===== config.mk =====
export PLATFORM = sky130hd
export DESIGN_NAME = sensor_bringup_seq
export DESIGN_NICKNAME = d
export VERILOG_FILES = /design/src/rtl/bringup_pkg.sv /design/src/rtl/bringup_delay.sv /design/src/rtl/bringup_step_rom.sv /design/src/rtl/bringup_wr_port.sv /design/src/rtl/sensor_bringup_seq.sv
export SDC_FILE = /design/constraint.sdc
export NUM_CORES = 1
export LEC_CHECK = 0
export BUFFER_PORTS_ARGS = -buffer_cell sky130_fd_sc_hd__buf_2
export CAP_MARGIN = 15
export CORE_AREA = 5 5 95 97
export DETAILED_ROUTE_END_ITERATION = 16
export DIE_AREA = 0 0 100 102
export GPL_TIMING_DRIVEN = 0
export PLACE_DENSITY = 0.73
export SYNTH_ARGS = -nofsm -noshare
export SYNTH_HDL_FRONTEND = slang
export SYNTH_HIERARCHICAL = 1
export SYNTH_SLANG_ARGS = --single-unit

===== constraint.sdc =====
create_clock -name clk -period 6.1 [get_ports clk]
set_input_delay 1.22 -clock clk [delete_from_list [all_inputs] [get_ports clk]]
set_output_delay 1.22 -clock clk [all_outputs]
set_load 0.01 [all_outputs]

===== src/rtl/bringup_pkg.sv =====
package bringup_pkg;

  typedef enum logic [3:0] {
    S_IDLE    = 4'd0,
    S_SRST    = 4'd1,
    S_USER    = 4'd2,
    S_NPWR_A  = 4'd3,
    S_NPWR_B  = 4'd4,
    S_OSC     = 4'd5,
    S_CLKDIV  = 4'd6,
    S_CORE    = 4'd7,
    S_MASTER  = 4'd8,
    S_DRVEN   = 4'd9,
    S_OUTC    = 4'd10,
    S_SYNC    = 4'd11,
    S_DONE    = 4'd12
  } step_t;

  typedef enum logic [1:0] {
    SB_PREP  = 2'd0,
    SB_FETCH = 2'd1,
    SB_WAIT  = 2'd2
  } sub_t;

  localparam logic [7:0] REG_SOFT_RESET = 8'h10;
  localparam logic [7:0] REG_POWER      = 8'h00;
  localparam logic [7:0] REG_BIAS       = 8'hEA;
  localparam logic [7:0] REG_OSC_OUT    = 8'h16;
  localparam logic [7:0] REG_CLK_HALF   = 8'h30;
  localparam logic [7:0] REG_CORE_RUN   = 8'h15;
  localparam logic [7:0] REG_MASTER     = 8'h20;
  localparam logic [7:0] REG_OUT_ENABLE = 8'h11;

  localparam logic [7:0] VAL_ONE   = 8'h01;
  localparam logic [7:0] VAL_POWER = 8'h04;
  localparam logic [7:0] VAL_BIAS  = 8'h60;

  function automatic step_t step_after(step_t s);
    return step_t'(s + 4'd1);
  endfunction

endpackage


===== src/rtl/bringup_delay.sv =====
module bringup_delay #(
  parameter int W = 8
) (
  input  logic         clk,
  input  logic         rst,
  input  logic         load_i,
  input  logic [W-1:0] val_i,
  output logic         zero_o
);
  logic [W-1:0] cnt;

  always_ff @(posedge clk) begin
    if (rst)             cnt <= '0;
    else if (load_i)     cnt <= val_i;
    else if (cnt != '0)  cnt <= cnt - 1'b1;
  end

  assign zero_o = (cnt == '0);
endmodule


===== src/rtl/bringup_step_rom.sv =====
module bringup_step_rom
  import bringup_pkg::*;
#(
  parameter int ADDR_W = 8,
  parameter int DATA_W = 8
) (
  input  step_t             step_i,
  input  logic [ADDR_W-1:0] usr_addr_i,
  input  logic [DATA_W-1:0] usr_data_i,
  output logic              has_write_o,
  output logic [ADDR_W-1:0] addr_o,
  output logic [DATA_W-1:0] data_o
);
  always_comb begin
    has_write_o = 1'b1;
    addr_o      = '0;
    data_o      = '0;
    case (step_i)
      S_SRST:   begin addr_o = ADDR_W'(REG_SOFT_RESET); data_o = DATA_W'(VAL_ONE);   end
      S_USER:   begin addr_o = usr_addr_i;              data_o = usr_data_i;         end
      S_NPWR_A: begin addr_o = ADDR_W'(REG_POWER);      data_o = DATA_W'(VAL_POWER); end
      S_NPWR_B: begin addr_o = ADDR_W'(REG_BIAS);       data_o = DATA_W'(VAL_BIAS);  end
      S_OSC:    begin addr_o = ADDR_W'(REG_OSC_OUT);    data_o = DATA_W'(VAL_ONE);   end
      S_CLKDIV: begin addr_o = ADDR_W'(REG_CLK_HALF);   data_o = DATA_W'(VAL_ONE);   end
      S_CORE:   begin addr_o = ADDR_W'(REG_CORE_RUN);   data_o = DATA_W'(VAL_ONE);   end
      S_MASTER: begin addr_o = ADDR_W'(REG_MASTER);     data_o = DATA_W'(VAL_ONE);   end
      S_OUTC:   begin addr_o = ADDR_W'(REG_OUT_ENABLE); data_o = DATA_W'(VAL_ONE);   end
      default:  has_write_o = 1'b0;
    endcase
  end
endmodule


===== src/rtl/bringup_wr_port.sv =====
module bringup_wr_port #(
  parameter int ADDR_W = 8,
  parameter int DATA_W = 8
) (
  input  logic              clk,
  input  logic              rst,
  input  logic              load_i,
  input  logic [ADDR_W-1:0] addr_i,
  input  logic [DATA_W-1:0] data_i,
  input  logic              ready_i,
  output logic              valid_o,
  output logic [ADDR_W-1:0] addr_o,
  output logic [DATA_W-1:0] data_o,
  output logic              fire_o
);
  always_ff @(posedge clk) begin
    if (rst) begin
      valid_o <= 1'b0;
      addr_o  <= '0;
      data_o  <= '0;
    end else if (load_i) begin
      valid_o <= 1'b1;
      addr_o  <= addr_i;
      data_o  <= data_i;
    end else if (valid_o && ready_i) begin
      valid_o <= 1'b0;
    end
  end

  assign fire_o = valid_o & ready_i;

  // a pending request keeps its content until it is taken
  assert_hold_until_ready_R4: assert property (@(posedge clk) disable iff (rst)
    (valid_o && !ready_i) |=> (valid_o && $stable(addr_o) && $stable(data_o)));
endmodule


===== src/rtl/sensor_bringup_seq.sv =====
module sensor_bringup_seq
  import bringup_pkg::*;
#(
  parameter int unsigned CLK_FREQ_HZ = 100_000_000,
  parameter int unsigned SETTLE_NS   = 500_000,
  parameter int unsigned SYNC_LOW_NS = 100,
  parameter int          ADDR_W      = 8,
  parameter int          DATA_W      = 8,
  parameter int          UIDX_W      = 6
) (
  input  logic              clk,
  input  logic              rst,
  input  logic              start_i,
  input  logic              pwr_good_i,
  input  logic              cfg_xtal_i,
  input  logic              cfg_dblclk_i,
  input  logic [UIDX_W-1:0] usr_count_i,
  output logic [UIDX_W-1:0] usr_idx_o,
  input  logic [ADDR_W-1:0] usr_addr_i,
  input  logic [DATA_W-1:0] usr_data_i,
  output logic              wr_valid_o,
  output logic [ADDR_W-1:0] wr_addr_o,
  output logic [DATA_W-1:0] wr_data_o,
  input  logic              wr_ready_i,
  output logic              drv_en_o,
  output logic              sync_o,
  output logic              done_o
);
  localparam longint unsigned NS_PER_S   = 64'd1_000_000_000;
  localparam longint unsigned SETTLE_CYC =
    (longint'(SETTLE_NS) * longint'(CLK_FREQ_HZ) + NS_PER_S - 64'd1) / NS_PER_S;
  localparam longint unsigned SYNC_CYC_R =
    (longint'(SYNC_LOW_NS) * longint'(CLK_FREQ_HZ) + NS_PER_S - 64'd1) / NS_PER_S;
  localparam longint unsigned SYNC_CYC   = (SYNC_CYC_R < 64'd1) ? 64'd1 : SYNC_CYC_R;
  localparam int SET_W = $clog2(SETTLE_CYC + 64'd1);
  localparam int SYN_W = $clog2(SYNC_CYC + 64'd1);
  localparam int LOW_W = $clog2(SYNC_CYC + 64'd2);
  localparam logic [SET_W-1:0] SETTLE_LD = SET_W'(SETTLE_CYC);
  localparam logic [SYN_W-1:0] SYNC_LD   = SYN_W'(SYNC_CYC - 64'd1);

  step_t             step;
  sub_t              sub;
  logic [UIDX_W-1:0] uidx;
  logic [UIDX_W-1:0] ucount_q;
  logic              xtal_q, dbl_q;
  logic              start_ok, skip, port_load, fire, has_write;
  logic              settle_zero, sync_zero, sync_load;
  logic [ADDR_W-1:0] rom_addr;
  logic [DATA_W-1:0] rom_data;

  assign start_ok  = (step == S_IDLE || step == S_DONE) && start_i && pwr_good_i;
  assign skip      = (step == S_USER   && ucount_q == '0) ||
                     (step == S_OSC    && !xtal_q)        ||
                     (step == S_CLKDIV && !dbl_q);
  assign port_load = has_write &&
                     ((sub == SB_PREP && !skip && step != S_USER &&
                       (step != S_CORE || settle_zero)) ||
                      sub == SB_FETCH);
  assign sync_load = (step == S_SYNC) && (sub == SB_PREP);
  assign usr_idx_o = uidx;

  bringup_step_rom #(.ADDR_W(ADDR_W), .DATA_W(DATA_W)) u_rom (
    .step_i(step), .usr_addr_i(usr_addr_i), .usr_data_i(usr_data_i),
    .has_write_o(has_write), .addr_o(rom_addr), .data_o(rom_data));

  bringup_wr_port #(.ADDR_W(ADDR_W), .DATA_W(DATA_W)) u_port (
    .clk(clk), .rst(rst), .load_i(port_load), .addr_i(rom_addr), .data_i(rom_data),
    .ready_i(wr_ready_i), .valid_o(wr_valid_o), .addr_o(wr_addr_o),
    .data_o(wr_data_o), .fire_o(fire));

  bringup_delay #(.W(SET_W)) u_settle (
    .clk(clk), .rst(rst), .load_i(start_ok), .val_i(SETTLE_LD), .zero_o(settle_zero));

  bringup_delay #(.W(SYN_W)) u_sync (
    .clk(clk), .rst(rst), .load_i(sync_load), .val_i(SYNC_LD), .zero_o(sync_zero));

  always_ff @(posedge clk) begin
    if (rst) begin
      step     <= S_IDLE;
      sub      <= SB_PREP;
      uidx     <= '0;
      ucount_q <= '0;
      xtal_q   <= 1'b0;
      dbl_q    <= 1'b0;
      drv_en_o <= 1'b0;
      sync_o   <= 1'b1;
      done_o   <= 1'b0;
    end else begin
      case (step)
        S_IDLE, S_DONE: begin
          if (start_ok) begin
            step     <= S_SRST;
            sub      <= SB_PREP;
            uidx     <= '0;
            ucount_q <= usr_count_i;
            xtal_q   <= cfg_xtal_i;
            dbl_q    <= cfg_dblclk_i;
            drv_en_o <= 1'b0;
            done_o   <= 1'b0;
          end else if (step == S_DONE) begin
            done_o <= 1'b1;
          end
        end
        S_DRVEN: begin
          drv_en_o <= 1'b1;
          step     <= S_OUTC;
          sub      <= SB_PREP;
        end
        S_SYNC: begin
          if (sub == SB_PREP) begin
            sync_o <= 1'b0;
            sub    <= SB_WAIT;
          end else if (sync_zero) begin
            sync_o <= 1'b1;
            step   <= S_DONE;
            sub    <= SB_PREP;
          end
        end
        default: begin
          case (sub)
            SB_PREP: begin
              if (skip)                              step <= step_after(step);
              else if (step == S_USER)               sub  <= SB_FETCH;
              else if (step != S_CORE || settle_zero) sub <= SB_WAIT;
            end
            SB_FETCH: sub <= SB_WAIT;
            default: begin
              if (fire) begin
                sub <= SB_PREP;
                if (step == S_USER &&
                    ({1'b0, uidx} + 1'b1) < {1'b0, ucount_q})
                  uidx <= uidx + 1'b1;
                else
                  step <= step_after(step);
              end
            end
          endcase
        end
      endcase
    end
  end

  // Checker state, used only by the assertions below
  logic             master_seen;
  logic [LOW_W-1:0] low_run;

  always_ff @(posedge clk) begin
    if (rst || start_ok) master_seen <= 1'b0;
    else if (fire && wr_addr_o == ADDR_W'(REG_MASTER)) master_seen <= 1'b1;
  end

  always_ff @(posedge clk) begin
    if (rst || sync_o)     low_run <= '0;
    else if (low_run != '1) low_run <= low_run + 1'b1;
  end

  // nothing is requested while idle after reset
  assert_idle_quiet_R1: assert property (@(posedge clk) disable iff (rst)
    (step == S_IDLE) |-> (!wr_valid_o && !drv_en_o && !done_o));

  // core release only after the settle counter has run out
  assert_core_after_settle_R7: assert property (@(posedge clk) disable iff (rst)
    (fire && wr_addr_o == ADDR_W'(REG_CORE_RUN)) |-> settle_zero);

  // driver enable never precedes the master-mode write
  assert_drv_after_master_R8: assert property (@(posedge clk) disable iff (rst)
    drv_en_o |-> master_seen);

  // sync low phase lasts the full rounded-up width
  assert_sync_width_R9: assert property (@(posedge clk) disable iff (rst)
    $rose(sync_o) |-> (longint'(low_run) >= SYNC_CYC));

  // done is only reported with sync back high
  assert_done_sync_high_R10: assert property (@(posedge clk) disable iff (rst)
    done_o |-> sync_o);
endmodule


; Word-level counts from Yosys, hierarchy flattened
; Cells that the tools add are included.
[classes]
addsub = 5
order_cmp = 1
eq_ne = 25
n_mux = 37
bitwise = 2
reduce_logical = 51
[ops]
columns = operator, count
row1 = $pmux W8 S8, 1
row2 = $mux W16, 2
row3 = $mux W4, 8
row4 = $pmux W8 S4, 1
row5 = $mux W6, 4
row6 = $eq A4 B4 Y1 const B, 5
row7 = $eq A4 B3 Y1 const B, 4
row8 = $logic_not A16 Y1, 1
row9 = $reduce_bool A16 Y1, 1
row10 = $reduce_bool A2 Y1, 8
row11 = $sub A16 B1 Y16 const B, 1
row12 = $mux W2, 7
row13 = $logic_and A1 B1 Y1, 12
row14 = $pmux W4 S3, 1
row15 = $pmux W6 S2, 1
row16 = $reduce_and A5 Y1, 2
row17 = $reduce_or A2 Y1, 5
row18 = $reduce_or A9 Y1, 1
row19 = $eq A4 B2 Y1 const B, 2
row20 = $logic_not A4 Y1, 2
row21 = $mux W1, 8
row22 = $ne A4 B2 Y1 const B, 2
row23 = $pmux W4 S2, 1
row24 = $reduce_and A2 Y1, 4
row25 = other kinds (29), 37
[word_totals]
regBits = 60
word_cells = 137

; Logic depth before layout (Yosys ltp)
; Gate-level depths: netlist of run 1.
[depth]
ltp_word = 11
ltp_mapped = 14
depth_no_buf = 12

; Hierarchy
; Netlist of run 1, hierarchy kept.
[modules_own_cells]
columns = mod, n_inst, cells_per_inst, area_per_inst_um2, seq_area_each_um2
row1 = sensor_bringup_seq, 1, 191, 1480.2, 460.4
row2 = bringup_delay at u_settle, 1, 112, 902.1, 320.3
row3 = bringup_wr_port, 1, 57, 623.1, 340.3
row4 = bringup_step_rom, 1, 49, 325.3, 0.0
row5 = bringup_delay at u_sync, 1, 24, 229.0, 80.1

; Least setup slack after synthesis of run 1
; Ideal clock, no wire load.
[synth_path]
path_type = flip-flop to flip-flop
startpoint = register uidx[0], in the netlist usr_idx_o[0]
endpoint = register uidx[0], in the netlist usr_idx_o[0]
arrival_ps = 2512
path_slack_ps = 3521
stages_incl_launch_ff = 12
n_path_buf = 1
synth_period_minus_slack_ps = 2579
cell_sequence = dfxtp_1 -> ha_1 -> nand3_1 -> xnor2_1 -> ha_1 -> a21o_1 -> a211oi_2 -> o21ai_1 -> or3_1 -> buf_6 -> or3_1 -> o21ai_2
[synth_via]
elab_chain_len = 5
elab_cells_between_ends = 10
classes_between = add/sub (2) / order compare (1) / mux (4) / reduce/logical (3)
[synth_rtl]
columns = item, line_no
row1 = "start, declared", sensor_bringup_seq.sv:43  ; logic [UIDX_W-1:0] uidx;
row2 = "start signal, assigned", sensor_bringup_seq.sv:132  ; uidx <= uidx + 1'b1;
row3 = $add A6 B1 Y7 or $add A6 B1 Y6 (tied branches), "sensor_bringup_seq.sv:131, sensor_bringup_seq.sv:132"
row4 = $lt A7 B6 Y1 or $mux W6 (tied branches), "sensor_bringup_seq.sv:131, sensor_bringup_seq.sv:130"
row5 = $logic_and A1 B1 Y1 or $mux W6 (tied branches), "sensor_bringup_seq.sv:130, sensor_bringup_seq.sv:128"
row6 = $reduce_bool A2 Y1 (no source line) or $mux W6 (tied branches), n/a
row7 = $reduce_and A5 Y1 (no source line) or $pmux W6 S2 (tied branches), n/a
; Parallel ways exist; a longest one is shown, timed or not. The select of a mux whose other input is x is not followed.
; A chain may end at the register's enable or synchronous reset.

; Final worst setup path of run 1
[layout_path]
startpoint = register u_settle.cnt[0]
endpoint = register u_port.addr_o[3]
[layout_via]
elab_chain_len = 5
[layout_rtl]
columns = item, line_no
row1 = "start, declared", bringup_delay.sv:10  ; logic [W-1:0] cnt;
row2 = "start signal, assigned", bringup_delay.sv:14  ; else if (load_i) cnt <= val_i;
row3 = "start signal, assigned", bringup_delay.sv:15  ; else if (cnt != '0) cnt <= cnt - 1'b1;
row4 = $logic_not A16 Y1, bringup_delay.sv:18  ; assign zero_o = (cnt == '0);
row5 = via settle_zero, sensor_bringup_seq.sv:47  ; logic settle_zero, sync_zero, sync_load;
row6 = $logic_or A1 B1 Y1, sensor_bringup_seq.sv:57  ; (step != S_CORE || settle_zero)) ||
row7 = $logic_and A1 B1 Y1, sensor_bringup_seq.sv:56  ; ((sub == SB_PREP && !skip && step != S_USER &&
row8 = $logic_or A1 B1 Y1, sensor_bringup_seq.sv:57
row9 = $logic_and A1 B1 Y1, sensor_bringup_seq.sv:55  ; assign port_load = has_write &&
row10 = via port_load, sensor_bringup_seq.sv:46  ; logic start_ok, skip, port_load, fire, has_write;
row11 = "end signal, assigned", bringup_wr_port.sv:23  ; addr_o <= addr_i;
row12 = "end, declared", bringup_wr_port.sv:12  ; output logic [ADDR_W-1:0] addr_o,
; The timed path passes the listed nets, and every way through them passes these cells.

==> metrics.txt, run 1 <==
# TYPE chip_impl_metric gauge
chip_impl_metric{name="layout_area_growth_over_synthesis",unit="%"} 19.3
chip_impl_metric{name="synth.avg_cell_area",unit="sq um"} 8.22
chip_impl_metric{name="port-buffer-count",unit=""} 54
chip_impl_info{name="hold_path_class",value="reg -> reg"} 1
chip_impl_metric{name="area_of_the_die",unit="sq um"} 10200
chip_impl_metric{name="drive_gt1_share",unit="%"} 19.6
chip_impl_metric{name="grt.met2_usage",unit="%"} 29.0
chip_impl_metric{name="clock.fmax",unit="MHz"} 352
chip_impl_metric{name="portion_of_the_clock_cycle_consumed_by_the_worst_path_in_the_final_layout",unit="%"} 46.6
chip_impl_metric{name="worst_pin_slew",unit="ns"} 0.582
chip_impl_metric{name="via_count_of_the_first_global_routing_pass",unit=""} 3211
chip_impl_metric{name="grt_max_degree",unit=""} 15
chip_impl_info{name="reg2reg_from",value="u_settle/cnt[0]"} 1
chip_impl_info{name="clock_tree_from_tritoncts",value="done"} 1
chip_impl_metric{name="design.core.area",unit="sq um"} 8050
chip_impl_metric{name="initial_utilization",unit="%"} 44.2
chip_impl_metric{name="drv.max_cap_violation_count",unit=""} 0
chip_impl_metric{name="synthesis.instances",unit=""} 433
chip_impl_metric{name="avgViaCountPerCell",unit=""} 5.27
chip_impl_metric{name="drt_first_iter_violations",unit=""} 126
chip_impl_info{name="final_cell_mix",value="60 x sky130_fd_sc_hd__dfxtp_1, 59 x sky130_fd_sc_hd__buf_2, 58 x sky130_fd_sc_hd__nand2_1"} 1
chip_impl_info{name="final_common_cell",value="sky130_fd_sc_hd__dfxtp_1"} 1
chip_impl_metric{name="groute.layer.met3.usage",unit="%"} 4.30
chip_impl_metric{name="fin_ws",unit="ns"} 3.26
chip_impl_metric{name="path_depth",unit=""} 14
chip_impl_metric{name="routed-via-count",unit=""} 3301
chip_impl_info{name="critPathLaunchType",value="flop"} 1
chip_impl_metric{name="dp_slack",unit="ns"} 3.30
chip_impl_metric{name="synth.distinct_cells",unit=""} 76
chip_impl_metric{name="die_x",unit="um"} 100
chip_impl_info{name="worstPathCellList",value="inv_1 -> ha_1 -> nor2b_1 -> nand3_1 -> nor2_1 -> nor2b_1 -> o31ai_1 -> a21oi_1 -> a21oi_1 -> o211a_1 -> buf_6 -> buf_12 -> mux2i_1 -> nor2_1"} 1
chip_impl_info{name="critPathTopFamily",value="simple AND/OR/NAND/NOR gates"} 1
chip_impl_metric{name="antenna-diode-count",unit=""} 0
chip_impl_metric{name="place.detailed.hpwl",unit="um"} 6170
chip_impl_info{name="critical_path.endpoint_type",value="flop"} 1
chip_impl_metric{name="synth_xor_xnor_area_share",unit="%"} 4.18
chip_impl_metric{name="hold_viol",unit=""} 0
chip_impl_info{name="timing_startpoint_of_the_critical_path",value="u_settle/cnt[0]"} 1
chip_impl_metric{name="grt_antenna_before_repair",unit=""} 0
chip_impl_info{name="regToRegEndpoint",value="u_port/addr_o[3]"} 1
chip_impl_metric{name="fin_setup_tns",unit="ns"} 0
chip_impl_metric{name="critical_path_arrival",unit="ns"} 3.07
chip_impl_info{name="synth_flop_cell",value="sky130_fd_sc_hd__dfxtp_1"} 1
chip_impl_metric{name="postRouteAntennaNets",unit=""} 0
chip_impl_metric{name="postRouteWirelength",unit="um"} 8330
chip_impl_metric{name="finalNetCount",unit=""} 557
chip_impl_info{name="cts_root_buffer",value="sky130_fd_sc_hd__clkbuf_8"} 1
chip_impl_metric{name="post_cts.repair.setup_buffers",unit=""} 0
chip_impl_info{name="status",value="complete, no violations"} 1
chip_impl_info{name="timing.critical_path.slowest_stage_cell",value="sky130_fd_sc_hd__dfxtp_1"} 1
chip_impl_metric{name="cts.path.max_buffers",unit=""} 2
chip_impl_metric{name="gp_congestion",unit=""} 0.847
chip_impl_metric{name="clock_insertion_delay_at_the_later_pin_of_the_skew_report",unit="ns"} 0.34
chip_impl_metric{name="power.ir.vdd_worst",unit="uV"} 298
chip_impl_metric{name="avg_wl_per_cell",unit="um"} 13.3
chip_impl_metric{name="cp_num_buf_inv",unit=""} 3
chip_impl_metric{name="max_slew_margin",unit="%"} 60.2
chip_impl_metric{name="final_period_minus_worst_setup_slack",unit="ns"} 2.84
chip_impl_metric{name="drt-pass1-iter-count",unit=""} 4
chip_impl_metric{name="postLayoutCoreUtil",unit="%"} 52.7
chip_impl_metric{name="static-leakage-power",unit="nW"} 1.87
chip_impl_metric{name="worst_ep_required_time",unit="ns"} 6.33
chip_impl_info{name="synth_top_family_by_area",value="simple AND/OR/NAND/NOR gates"} 1
chip_impl_metric{name="async_flop_share",unit="%"} 0
chip_impl_metric{name="placementRows",unit=""} 33
chip_impl_metric{name="cts_inserted_buffers",unit=""} 9
chip_impl_metric{name="synth_simple_gate_area_share",unit="%"} 27.2
chip_impl_metric{name="synth_edf_count",unit=""} 0
chip_impl_metric{name="synth-seq-cells",unit=""} 60
chip_impl_metric{name="overall_global_routing_usage",unit="%"} 16.9
chip_impl_metric{name="combined_area_of_all_synthesized_cells",unit="sq um"} 3560
chip_impl_metric{name="cts_clk_pin_slew_worst_paths",unit="ns"} 0.07
chip_impl_metric{name="synth_area_in_adders",unit="%"} 4.22
chip_impl_metric{name="final.setup_skew",unit="ns"} 0.0130
chip_impl_metric{name="power_per_standard_cell_area",unit="nW/um^2"} 437
chip_impl_metric{name="cts.sinks",unit=""} 60
chip_impl_metric{name="die_h",unit="um"} 102
chip_impl_metric{name="use_met1",unit="%"} 21.0
chip_impl_metric{name="r2r_cells",unit=""} 14
chip_impl_info{name="critPathKind",value="reg -> reg"} 1
chip_impl_info{name="grt_setup_unrepaired",value="false"} 1
chip_impl_metric{name="reg2reg_slack",unit="ns"} 3.26
chip_impl_metric{name="grt_remaining_overflow",unit=""} 0
chip_impl_info{name="global_route.peak_usage_layer",value="met2"} 1
chip_impl_metric{name="synth.yosys.seq_area_share",unit="%"} 33.7
chip_impl_metric{name="cts.repair.resized",unit=""} 0
chip_impl_metric{name="cts_hold_buffers",unit=""} 0
chip_impl_metric{name="cp_slowest_stage_delay",unit="ns"} 0.35
chip_impl_info{name="crit_path_end",value="u_port/addr_o[3]"} 1
chip_impl_metric{name="slew_violations",unit=""} 0
chip_impl_metric{name="synth_compound_area_share",unit="%"} 17.7
chip_impl_metric{name="ioPinCount",unit=""} 55
chip_impl_metric{name="global_route_wire_length_before_repair",unit="um"} 14200
chip_impl_metric{name="yosysWarningCount",unit=""} 6
chip_impl_metric{name="drc",unit=""} 0
chip_impl_metric{name="critical_path_peak_fanout",unit=""} 10
chip_impl_metric{name="synthMuxAreaShare",unit="%"} 6.78
chip_impl_metric{name="htree_levels",unit=""} 3
chip_impl_metric{name="number_of_setup_violations_in_the_final_report",unit=""} 0
layout make-up:
type,count,area [sq um]
tap,105,131
timing repair buffer,54,270
buffer,20,140
fill,775,3810
clock buffer,11,141
multi-input combinational,352,2210
clock inverter,5,75.1
inverter,19,71.3
sequential,60,1200
stage by stage:
stage               area, sq um  instances  power [mW]  hold WS, ns
global placement           4030        610        1.43        0.452
detailed placement         4030        610        1.46        0.456
finish                     4250        626        1.86        0.464
CTS                        4250        626        1.86        0.466
floorplan                  3630        451        1.28        0.437
global route               4250        626        2.00        0.490
logic make-up after synthesis:
group / Yosys count
simple gates: 184
compound gates: 95
flops: 60
buf+inv: 39
mux: 24
xor+xnor: 17
fa+ha+maj: 12
other cells: 2
worst min path at each step:
stage,from,end,slack (ns),cells past startpoint
2_1_floorplan,dbl_q,dbl_q,0.44,2
3_3_place_gp,dbl_q,dbl_q,0.45,2
3_5_place_dp,dbl_q,dbl_q,0.46,2
4_1_cts,dbl_q,dbl_q,0.47,2
5_1_grt,drv_en_o,drv_en_o,0.49,2
6_report,dbl_q,dbl_q,0.46,2
worst register-to-register path: stages (launching register included):
cell and delay, ns:
sky130_fd_sc_hd__dfxtp_1 0.35, sky130_fd_sc_hd__inv_1 0.09, sky130_fd_sc_hd__ha_1 0.23, sky130_fd_sc_hd__nor2b_1 0.33, sky130_fd_sc_hd__nand3_1 0.19, sky130_fd_sc_hd__nor2_1 0.17
sky130_fd_sc_hd__nor2b_1 0.07, sky130_fd_sc_hd__o31ai_1 0.20, sky130_fd_sc_hd__a21oi_1 0.15, sky130_fd_sc_hd__a21oi_1 0.20, sky130_fd_sc_hd__o211a_1 0.17, sky130_fd_sc_hd__buf_6 0.16
sky130_fd_sc_hd__buf_12 0.15, sky130_fd_sc_hd__mux2i_1 0.22, sky130_fd_sc_hd__nor2_1 0.06
synthesized netlist by cell type, types with 4 or more instances:
| master | instances | area [sq um] |
|---|---|---|
| sky130_fd_sc_hd__dfxtp_1 | 60 | 1200 |
| sky130_fd_sc_hd__nand2_1 | 58 | 218 |
| sky130_fd_sc_hd__nor2_1 | 42 | 158 |
| sky130_fd_sc_hd__a21oi_1 | 31 | 155 |
| sky130_fd_sc_hd__mux2i_1 | 23 | 230 |
| sky130_fd_sc_hd__o21ai_0 | 18 | 90.1 |
| sky130_fd_sc_hd__inv_1 | 17 | 63.8 |
| sky130_fd_sc_hd__nand3_1 | 13 | 65.1 |
| sky130_fd_sc_hd__nor3_1 | 13 | 65.1 |
| sky130_fd_sc_hd__ha_1 | 12 | 150 |
| sky130_fd_sc_hd__xor2_1 | 9 | 78.8 |
| sky130_fd_sc_hd__nor2b_1 | 8 | 50.1 |
| sky130_fd_sc_hd__xnor2_1 | 8 | 70.1 |
| sky130_fd_sc_hd__and2_1 | 7 | 43.8 |
| sky130_fd_sc_hd__clkbuf_1 | 7 | 26.3 |
| sky130_fd_sc_hd__buf_2 | 5 | 25.0 |
| sky130_fd_sc_hd__buf_6 | 5 | 56.3 |
| sky130_fd_sc_hd__nand2b_1 | 5 | 31.3 |
| sky130_fd_sc_hd__o21ai_1 | 4 | 20.0 |
| sky130_fd_sc_hd__o31a_1 | 4 | 35.0 |
routing by layer:
metal / routed length (um) / up-vias
met4: 110 / 0
met3: 501 / 13
met2: 4000 / 84
met1: 3710 / 1532
li1: - / 1672
met5: 0 / -
sequential cells by signal, summed over array words and instances, names as in the netlist, 2 cells and up:
name	flops
step	4
sub	2
u_port/addr_o	8
u_port/data_o	8
u_settle/cnt	16
u_sync/cnt	4
ucount_q	6
usr_idx_o	6
power by group:
| group | leakage (nW) | internal, mW | total [mW] | switching, mW |
|---|---|---|---|---|
| Combinational | 1.26 | 0.409 | 0.885 | 0.476 |
| Clock | 0.113 | 0.239 | 0.398 | 0.158 |
| Sequential | 0.489 | 0.478 | 0.572 | 0.0948 |
Note: power is estimated with default switching activity, not from simulation.
==> run 2: changes to the inputs <==
- ABC_AREA: default -> 1
- CORE_AREA: 5 5 95 97 -> 5 5 99 101
- DIE_AREA: 0 0 100 102 -> 0 0 104 106
- PLACE_DENSITY: 0.73 -> 0.74
- clock period: 6.1 -> 2.5 ns (I/O delays scaled with it)
==> run 2 against run 1 <==
Effect of this change: largest power group unchanged; sequential power increased to 2.8 times the previous value; maximum frequency increased by 26%; global-route usage about the same; critical path type unchanged; critical path depth decreased by 1; via count increased by 16%.
==> metrics.txt, run 2 <==
# TYPE chip_impl_metric gauge
chip_impl_metric{name="layout_area_growth_over_synthesis",unit="%"} 18.9
chip_impl_info{name="status",value="complete, no violations"} 1
chip_impl_metric{name="routed-via-count",unit=""} 3816
chip_impl_metric{name="power_per_standard_cell_area",unit="nW/um^2"} 1300
chip_impl_metric{name="drt_first_iter_violations",unit=""} 208
chip_impl_metric{name="async_flop_share",unit="%"} 0
chip_impl_metric{name="cp_slowest_stage_delay",unit="ns"} 0.34
chip_impl_info{name="final_common_cell",value="sky130_fd_sc_hd__nand2_1"} 1
chip_impl_metric{name="fin_ws",unit="ns"} 0.253
chip_impl_metric{name="design.core.area",unit="sq um"} 8930
chip_impl_info{name="synth_flop_cell",value="sky130_fd_sc_hd__dfxtp_1"} 1
chip_impl_metric{name="gp_congestion",unit=""} 0.859
chip_impl_metric{name="yosys.area.top_type_share",unit="%"} 31.2
chip_impl_metric{name="cts.sinks",unit=""} 60
chip_impl_metric{name="comb_power_share",unit="%"} 55.8
chip_impl_info{name="final_cell_mix",value="125 x sky130_fd_sc_hd__nand2_1, 108 x sky130_fd_sc_hd__nor2_1, 58 x sky130_fd_sc_hd__dfxtp_1"} 1
chip_impl_metric{name="final_period_minus_worst_setup_slack",unit="ns"} 2.25
chip_impl_info{name="synth_area_leaders",value="sky130_fd_sc_hd__dfxtp_1 31%, sky130_fd_sc_hd__nand2_1 12%, sky130_fd_sc_hd__nor2_1 11%"} 1
chip_impl_metric{name="clock_insertion_delay_at_the_later_pin_of_the_skew_report",unit="ns"} 0.34
chip_impl_metric{name="avg_wl_per_cell",unit="um"} 11.7
chip_impl_info{name="grt_setup_unrepaired",value="false"} 1
chip_impl_metric{name="largest_reg_flops",unit=""} 16
chip_impl_metric{name="ioPinCount",unit=""} 55
chip_impl_metric{name="layout.filler_cells",unit=""} 882
chip_impl_metric{name="overall_global_routing_usage",unit="%"} 16.9
chip_impl_metric{name="internal_power",unit="mW"} 3.16
chip_impl_info{name="synth.cells.most_frequent",value="125 x sky130_fd_sc_hd__nand2_1, 108 x sky130_fd_sc_hd__nor2_1, 60 x sky130_fd_sc_hd__dfxtp_1"} 1
chip_impl_metric{name="drt-pass1-iter-count",unit=""} 4
chip_impl_metric{name="slew_violations",unit=""} 0
chip_impl_metric{name="htree_levels",unit=""} 3
chip_impl_info{name="most_used_standard_cell_by_instance_count_after_synthesis",value="sky130_fd_sc_hd__nand2_1"} 1
chip_impl_metric{name="whs",unit="ns"} 0.387
chip_impl_info{name="clock_tree_from_tritoncts",value="done"} 1
chip_impl_info{name="layout_top_registers",value="u_settle/cnt: 16 flops, u_port/addr_o: 8 flops, u_port/data_o: 8 flops"} 1
chip_impl_metric{name="worst_ep_required_time",unit="ns"} 2.73
chip_impl_metric{name="cts_clk_pin_slew_worst_paths",unit="ns"} 0.07
chip_impl_metric{name="synth.distinct_cells",unit=""} 45
chip_impl_metric{name="grt_antenna_before_repair",unit=""} 0
chip_impl_metric{name="switching_share",unit="%"} 46.8
chip_impl_metric{name="cts.path.max_buffers",unit=""} 2
chip_impl_metric{name="synthesis.instances",unit=""} 579
chip_impl_metric{name="hold_viol",unit=""} 0
chip_impl_metric{name="power.ir.vdd_worst",unit="uV"} 503
chip_impl_metric{name="critical_path_peak_fanout",unit=""} 10
chip_impl_metric{name="port-buffer-count",unit=""} 54
chip_impl_metric{name="static-leakage-power",unit="nW"} 2.32
chip_impl_metric{name="drc",unit=""} 0
chip_impl_info{name="hold_path_class",value="in -> reg"} 1
chip_impl_info{name="register_with_the_highest_flop_count",value="u_settle/cnt"} 1
chip_impl_metric{name="placementRows",unit=""} 35
chip_impl_metric{name="drive_gt1_share",unit="%"} 21.9
chip_impl_metric{name="via_count_of_the_first_global_routing_pass",unit=""} 3734
chip_impl_metric{name="area_of_the_die",unit="sq um"} 11000
chip_impl_metric{name="drv.max_cap_violation_count",unit=""} 0
chip_impl_metric{name="final.setup_skew",unit="ns"} 0.00540
chip_impl_metric{name="fin_setup_tns",unit="ns"} 0
chip_impl_metric{name="grt_max_degree",unit=""} 14
chip_impl_metric{name="global_route_wire_length_before_repair",unit="um"} 15900
chip_impl_metric{name="cts_hold_buffers",unit=""} 0
chip_impl_metric{name="synth-seq-cells",unit=""} 60
chip_impl_metric{name="critical_path_arrival",unit="ns"} 2.48
chip_impl_info{name="critPathKind",value="reg -> reg"} 1
chip_impl_metric{name="postRouteWirelength",unit="um"} 9120
chip_impl_metric{name="die_h",unit="um"} 106
chip_impl_metric{name="worst_pin_slew",unit="ns"} 0.525
chip_impl_info{name="timing.critical_path.slowest_stage_cell",value="sky130_fd_sc_hd__dfxtp_1"} 1
chip_impl_metric{name="number_of_setup_violations_in_the_final_report",unit=""} 0
chip_impl_info{name="critPathLaunchType",value="flop"} 1
chip_impl_metric{name="max_slew_margin",unit="%"} 64.9
chip_impl_metric{name="portion_of_the_clock_cycle_consumed_by_the_worst_path_in_the_final_layout",unit="%"} 89.9
chip_impl_metric{name="dp_slack",unit="ns"} 0.0731
chip_impl_metric{name="clock.fmax",unit="MHz"} 445
chip_impl_metric{name="yosysWarningCount",unit=""} 6
chip_impl_metric{name="power_frac_clock",unit="%"} 17.3
chip_impl_info{name="synth.largest_area_cell",value="sky130_fd_sc_hd__dfxtp_1"} 1
chip_impl_info{name="critical_path.endpoint_type",value="flop"} 1
chip_impl_metric{name="seq_power_share",unit="%"} 27.0
chip_impl_metric{name="synth.avg_cell_area",unit="sq um"} 6.65
chip_impl_metric{name="netSwitchingPower",unit="mW"} 2.78
chip_impl_metric{name="antenna-diode-count",unit=""} 0
chip_impl_metric{name="place.detailed.hpwl",unit="um"} 7000
chip_impl_metric{name="synth.yosys.seq_area_share",unit="%"} 31.2
chip_impl_info{name="cts_root_buffer",value="sky130_fd_sc_hd__clkbuf_8"} 1
chip_impl_metric{name="avgViaCountPerCell",unit=""} 4.90
chip_impl_metric{name="synth_edf_count",unit=""} 0
chip_impl_metric{name="postRouteAntennaNets",unit=""} 0
chip_impl_metric{name="grt_remaining_overflow",unit=""} 0
chip_impl_metric{name="cts_inserted_buffers",unit=""} 9
chip_impl_metric{name="die_x",unit="um"} 104
chip_impl_metric{name="combined_area_of_all_synthesized_cells",unit="sq um"} 3850
chip_impl_metric{name="finalNetCount",unit=""} 703
chip_impl_metric{name="initial_utilization",unit="%"} 43.1
chip_impl_info{name="worstPathCellList",value="inv_1 -> ha_1 -> nand2_4 -> nor2_8 -> nand4_4 -> inv_2 -> nor3_2 -> o21ai_0 -> and3_2 -> inv_2 -> buf_6 -> nor2_1 -> nor2_1"} 1
run 2: what timing repair did:
item,4_1_cts,5_1_grt
buffers inserted,0,0
endpoints found under the setup margin,0,17
resized for setup,0,6
run 2: final cells by class:
class | instances | area [sq um] | area share [%]
plain buffers | 11 | 73.8 | 1.61
clock buffers | 12 | 165 | 3.61
clock inverters | 4 | 70.1 | 1.53
inverters | 74 | 282 | 6.15
multi-input cells | 452 | 2380 | 51.9
flip-flops and latches | 60 | 1200 | 26.3
well taps | 111 | 139 | 3.03
repair buffers | 54 | 270 | 5.90
run 2: critical path, delay by kind of cell (launching register included):
family,cells,cell delay (ns)
and+or+nand+nor,7,0.93
buffers and inverters,4,0.47
DFF,1,0.34
adders and majority gates,1,0.24
AOI/OAI and AO/OA,1,0.16
run 2: final timing paths:
| kind | start | endpoint | cells after the start | slack (ns) |
|---|---|---|---|---|
| worst max-delay path | u_settle/cnt[0] | u_port/addr_o[2] | 13 | 0.25 |
| worst min-delay path | cfg_xtal_i | xtal_q | 3 | 0.39 |
| worst max register to register | u_settle/cnt[0] | u_port/addr_o[2] | 13 | 0.25 |
| worst min register to register | done_o | done_o | 2 | 0.47 |
run 2: routing by layer:
metal / global-route usage [%] / vias to the layer above / share of wire, %
met1: 19.9 / 1724 / 43
met4: 7.22 / 0 / 2.3
li1: - / 1988 / -
met2: 29.7 / 83 / 51
met5: 0 / - / 0
met3: 3.34 / 21 / 3.8
run 2: power groups by stage:
stage | Clock, mW | Combinational [mW] | Sequential (mW)
6_report | 1.03 | 3.31 | 1.60
5_1_grt | 1.09 | 3.76 | 1.66
4_1_cts | 1.05 | 3.31 | 1.60
3_5_place_dp | 0 | 3.30 | 1.62
3_3_place_gp | 0 | 3.20 | 1.61
2_1_floorplan | 0 | 2.57 | 1.63
run 2: cells by family (layout without fill, tap and decap cells):
logic type | Yosys count | in the layout | share of synthesized area [%]
compound gates | 73 | 73 | 10.2
xor+xnor | 11 | 11 | 2.50
fa+ha+maj | 12 | 12 | 3.90
buf+inv | 85 | 155 | 9.22
flops | 60 | 60 | 31.2
other cells | 2 | 20 | 0.195
simple gates | 336 | 336 | 42.8
run 2: per-stage QoR:
| step | power (mW) | util [%] | cells | cell area [sq um] |
|---|---|---|---|---|
| floorplan | 4.20 | - | 597 | 3920 |
| global placement | 4.80 | 48.5 | 762 | 4330 |
| detailed placement | 4.92 | 48.5 | 762 | 4330 |
| CTS | 5.96 | 51.1 | 778 | 4560 |
| global route | 6.51 | 51.3 | 778 | 4580 |
| finish | 5.94 | 51.3 | 778 | 4580 |
==> run 3: changes to the inputs <==
- PLACE_DENSITY: 0.74 -> 0.76
- SLEW_MARGIN: default -> 0
- clock period: 2.5 -> 2.6 ns (I/O delays scaled with it)
==> run 3 against run 2 <==
Effect of this change: wire length shrank 1.7%; total power shrank 6.1%; non-clock buffer count is the same; sequential share of layout area grew 0.25 points; critical path depth is the same; combinational power shrank 4%; highest routed layer unchanged; worst setup slack lost 0.0080 ns.
==> metrics.txt, run 3 (synthesized netlist as in run 2, its figures left out) <==
# TYPE chip_impl_metric gauge
chip_impl_info{name="status",value="complete, no violations"} 1
chip_impl_info{name="grt_setup_unrepaired",value="false"} 1
chip_impl_metric{name="comb_power_share",unit="%"} 56.8
chip_impl_info{name="cts_root_buffer",value="sky130_fd_sc_hd__clkbuf_8"} 1
chip_impl_metric{name="critical_path_peak_fanout",unit=""} 10
chip_impl_info{name="final_cell_mix",value="125 x sky130_fd_sc_hd__nand2_1, 108 x sky130_fd_sc_hd__nor2_1, 59 x sky130_fd_sc_hd__dfxtp_1"} 1
chip_impl_metric{name="layout_area_growth_over_synthesis",unit="%"} 17.7
chip_impl_metric{name="netSwitchingPower",unit="mW"} 2.66
chip_impl_metric{name="totalPowerFinal",unit="mW"} 5.58
chip_impl_metric{name="grt_antenna_before_repair",unit=""} 0
chip_impl_metric{name="postRouteWirelength",unit="um"} 8960
chip_impl_metric{name="area_of_the_die",unit="sq um"} 11000
chip_impl_info{name="clock_tree_from_tritoncts",value="done"} 1
chip_impl_metric{name="hold_viol",unit=""} 0
chip_impl_metric{name="critical_path_arrival",unit="ns"} 2.58
chip_impl_info{name="final_common_cell",value="sky130_fd_sc_hd__nand2_1"} 1
chip_impl_metric{name="portion_of_the_clock_cycle_consumed_by_the_worst_path_in_the_final_layout",unit="%"} 90.6
chip_impl_metric{name="via_count_of_the_first_global_routing_pass",unit=""} 3519
chip_impl_info{name="hold_path_class",value="in -> reg"} 1
chip_impl_metric{name="initial_utilization",unit="%"} 43.1
chip_impl_metric{name="power_frac_clock",unit="%"} 15.4
chip_impl_metric{name="post_cts.repair.setup_buffers",unit=""} 0
chip_impl_metric{name="routed-via-count",unit=""} 3809
chip_impl_metric{name="drc",unit=""} 0
chip_impl_info{name="register_with_the_highest_flop_count",value="u_settle/cnt"} 1
chip_impl_metric{name="cts_clk_pin_slew_worst_paths",unit="ns"} 0.07
chip_impl_metric{name="slew_violations",unit=""} 0
chip_impl_metric{name="antenna-diode-count",unit=""} 0
chip_impl_metric{name="clock.fmax",unit="MHz"} 425
chip_impl_metric{name="cts.path.max_buffers",unit=""} 2
chip_impl_metric{name="place.detailed.hpwl",unit="um"} 6840
chip_impl_metric{name="cp_num_buf_inv",unit=""} 4
chip_impl_metric{name="final_period_minus_worst_setup_slack",unit="ns"} 2.36
chip_impl_metric{name="number_of_setup_violations_in_the_final_report",unit=""} 0
chip_impl_metric{name="drv.max_cap_violation_count",unit=""} 0
chip_impl_metric{name="ioPinCount",unit=""} 55
chip_impl_info{name="regToRegEndpoint",value="u_port/addr_o[1]"} 1
chip_impl_metric{name="die_h",unit="um"} 106
chip_impl_metric{name="cts.sinks",unit=""} 60
chip_impl_metric{name="drt-pass1-iter-count",unit=""} 4
chip_impl_info{name="worst_hold_startpoint",value="usr_count_i[0]"} 1
chip_impl_metric{name="port-buffer-count",unit=""} 54
chip_impl_metric{name="htree_levels",unit=""} 3
chip_impl_metric{name="avg_wl_per_cell",unit="um"} 11.5
chip_impl_metric{name="internal_power",unit="mW"} 2.91
chip_impl_info{name="critical_path.endpoint_type",value="flop"} 1
chip_impl_metric{name="r2r_cells",unit=""} 13
chip_impl_metric{name="static-leakage-power",unit="nW"} 2.29
chip_impl_info{name="layout_top_registers",value="u_settle/cnt: 16 flops, u_port/addr_o: 8 flops, u_port/data_o: 8 flops"} 1
chip_impl_metric{name="hold-path-cell-count",unit=""} 3
chip_impl_metric{name="grt_max_degree",unit=""} 14
chip_impl_metric{name="worst_pin_slew",unit="ns"} 0.533
chip_impl_info{name="critPathLaunchType",value="flop"} 1
chip_impl_metric{name="fin_setup_tns",unit="ns"} 0
chip_impl_metric{name="avgViaCountPerCell",unit=""} 4.90
chip_impl_metric{name="drive_gt1_share",unit="%"} 21.0
chip_impl_metric{name="die_x",unit="um"} 104
chip_impl_metric{name="placementRows",unit=""} 35
chip_impl_info{name="critPathKind",value="reg -> reg"} 1
chip_impl_metric{name="cp_slowest_stage_delay",unit="ns"} 0.34
chip_impl_metric{name="cts_inserted_buffers",unit=""} 9
chip_impl_metric{name="final.setup_skew",unit="ns"} 0.0105
chip_impl_metric{name="seq_power_share",unit="%"} 27.8
chip_impl_metric{name="largest_reg_flops",unit=""} 16
chip_impl_info{name="timing.critical_path.slowest_stage_cell",value="sky130_fd_sc_hd__dfxtp_1"} 1
chip_impl_metric{name="grt_remaining_overflow",unit=""} 0
chip_impl_metric{name="design.core.area",unit="sq um"} 8930
chip_impl_metric{name="overall_global_routing_usage",unit="%"} 16.4
chip_impl_metric{name="path_depth",unit=""} 13
chip_impl_metric{name="finalNetCount",unit=""} 703
chip_impl_metric{name="max_slew_margin",unit="%"} 64.4
chip_impl_metric{name="worst_ep_required_time",unit="ns"} 2.83
chip_impl_metric{name="clock_insertion_delay_at_the_later_pin_of_the_skew_report",unit="ns"} 0.34
chip_impl_metric{name="postRouteAntennaNets",unit=""} 0
chip_impl_info{name="worstPathCellList",value="inv_1 -> ha_1 -> nand2_4 -> nor2_8 -> nand4_4 -> inv_2 -> nor3_1 -> o21ai_0 -> and3_1 -> inv_2 -> buf_6 -> nor2_1 -> nor2_1"} 1
chip_impl_metric{name="drt_first_iter_violations",unit=""} 144
chip_impl_info{name="critPathTopFamily",value="simple AND/OR/NAND/NOR gates"} 1
chip_impl_metric{name="gp_congestion",unit=""} 0.862
chip_impl_metric{name="reg2reg_slack",unit="ns"} 0.24
chip_impl_metric{name="power.ir.vdd_worst",unit="uV"} 486
chip_impl_metric{name="global_route_wire_length_before_repair",unit="um"} 15500
chip_impl_metric{name="cts_hold_buffers",unit=""} 0
chip_impl_metric{name="switching_share",unit="%"} 47.8
chip_impl_info{name="reg2reg_from",value="u_settle/cnt[0]"} 1
chip_impl_info{name="hold_end",value="ucount_q[0]"} 1
chip_impl_metric{name="power_per_standard_cell_area",unit="nW/um^2"} 1230
==> run 3: changes by cell type in the layout (fill, tap and decap cells not counted), sizes merged <==
cell      change
bufinv        -1
clkinvlp      +1
==> run 3: per-layer routing <==
layer,vias up,track usage (%),share of wire (%)
li1,1986,-,-
met1,1743,19.9,45
met2,70,28.7,50
met3,10,3.46,3.7
met4,0,5.74,1.3
met5,-,0,0
==> run 3: worst max path at each step <==
stage | start | endpoint | slack [ns]
final | u_settle/cnt[0] | u_port/addr_o[1] | 0.24
after global routing | u_settle/cnt[0] | u_port/data_o[6] | 0.05
after CTS | step[0] | u_port/data_o[6] | 0.15
after detailed placement | step[0] | u_port/data_o[6] | 0.17
after global placement | step[0] | u_port/data_o[2] | 0.19
after floorplan | u_settle/cnt[0] | u_port/addr_o[0] | 0.59
==> run 3: area by class of cell <==
type	instances	area [sq um]
Tap cell	111	139
Multi-Input combinational cell	452	2360
Inverter	74	282
Fill cell	916	4400
Buffer	11	73.8
Sequential cell	60	1200
Clock inverter	4	47.5
Clock buffer	12	155
Timing Repair Buffer	54	270
==> run 3: worst reg2reg max path, stage by stage (launching register included) <==
cell	delay, ns
sky130_fd_sc_hd__dfxtp_1	0.34
sky130_fd_sc_hd__inv_1	0.09
sky130_fd_sc_hd__ha_1	0.23
sky130_fd_sc_hd__nand2_4	0.11
sky130_fd_sc_hd__nor2_8	0.15
sky130_fd_sc_hd__nand4_4	0.15
sky130_fd_sc_hd__inv_2	0.11
sky130_fd_sc_hd__nor3_1	0.07
sky130_fd_sc_hd__o21ai_0	0.18
sky130_fd_sc_hd__and3_1	0.33
sky130_fd_sc_hd__inv_2	0.14
sky130_fd_sc_hd__buf_6	0.17
sky130_fd_sc_hd__nor2_1	0.11
sky130_fd_sc_hd__nor2_1	0.06
==> run 3: stage by stage <==
step                      area, sq um  util, %  worst slack (ns)  cells  hold slack (ns)
after global routing             4530     50.7            0.0468    778            0.432
final                            4530     50.7             0.245    778            0.411
after CTS                        4530     50.7             0.155    778            0.401
after global placement           4330     48.5             0.191    762            0.457
after floorplan                  3920        -             0.587    597            0.450
after detailed placement         4330     48.5             0.166    762            0.454
==> run 3: power groups by stage <==
stage	Clock, mW	Sequential, mW	Combinational, mW
final	0.860	1.55	3.17
after global routing	0.935	1.60	3.60
after CTS	0.884	1.54	3.18
after detailed placement	0	1.56	3.16
after global placement	0	1.55	3.06
after floorplan	0	1.57	2.47
==> run 3: what timing repair did <==
item                                    in CTS  in global routing
resized for setup                            0                  1
endpoints found under the setup margin       0                  3
hold endpoints to repair                     0                  0
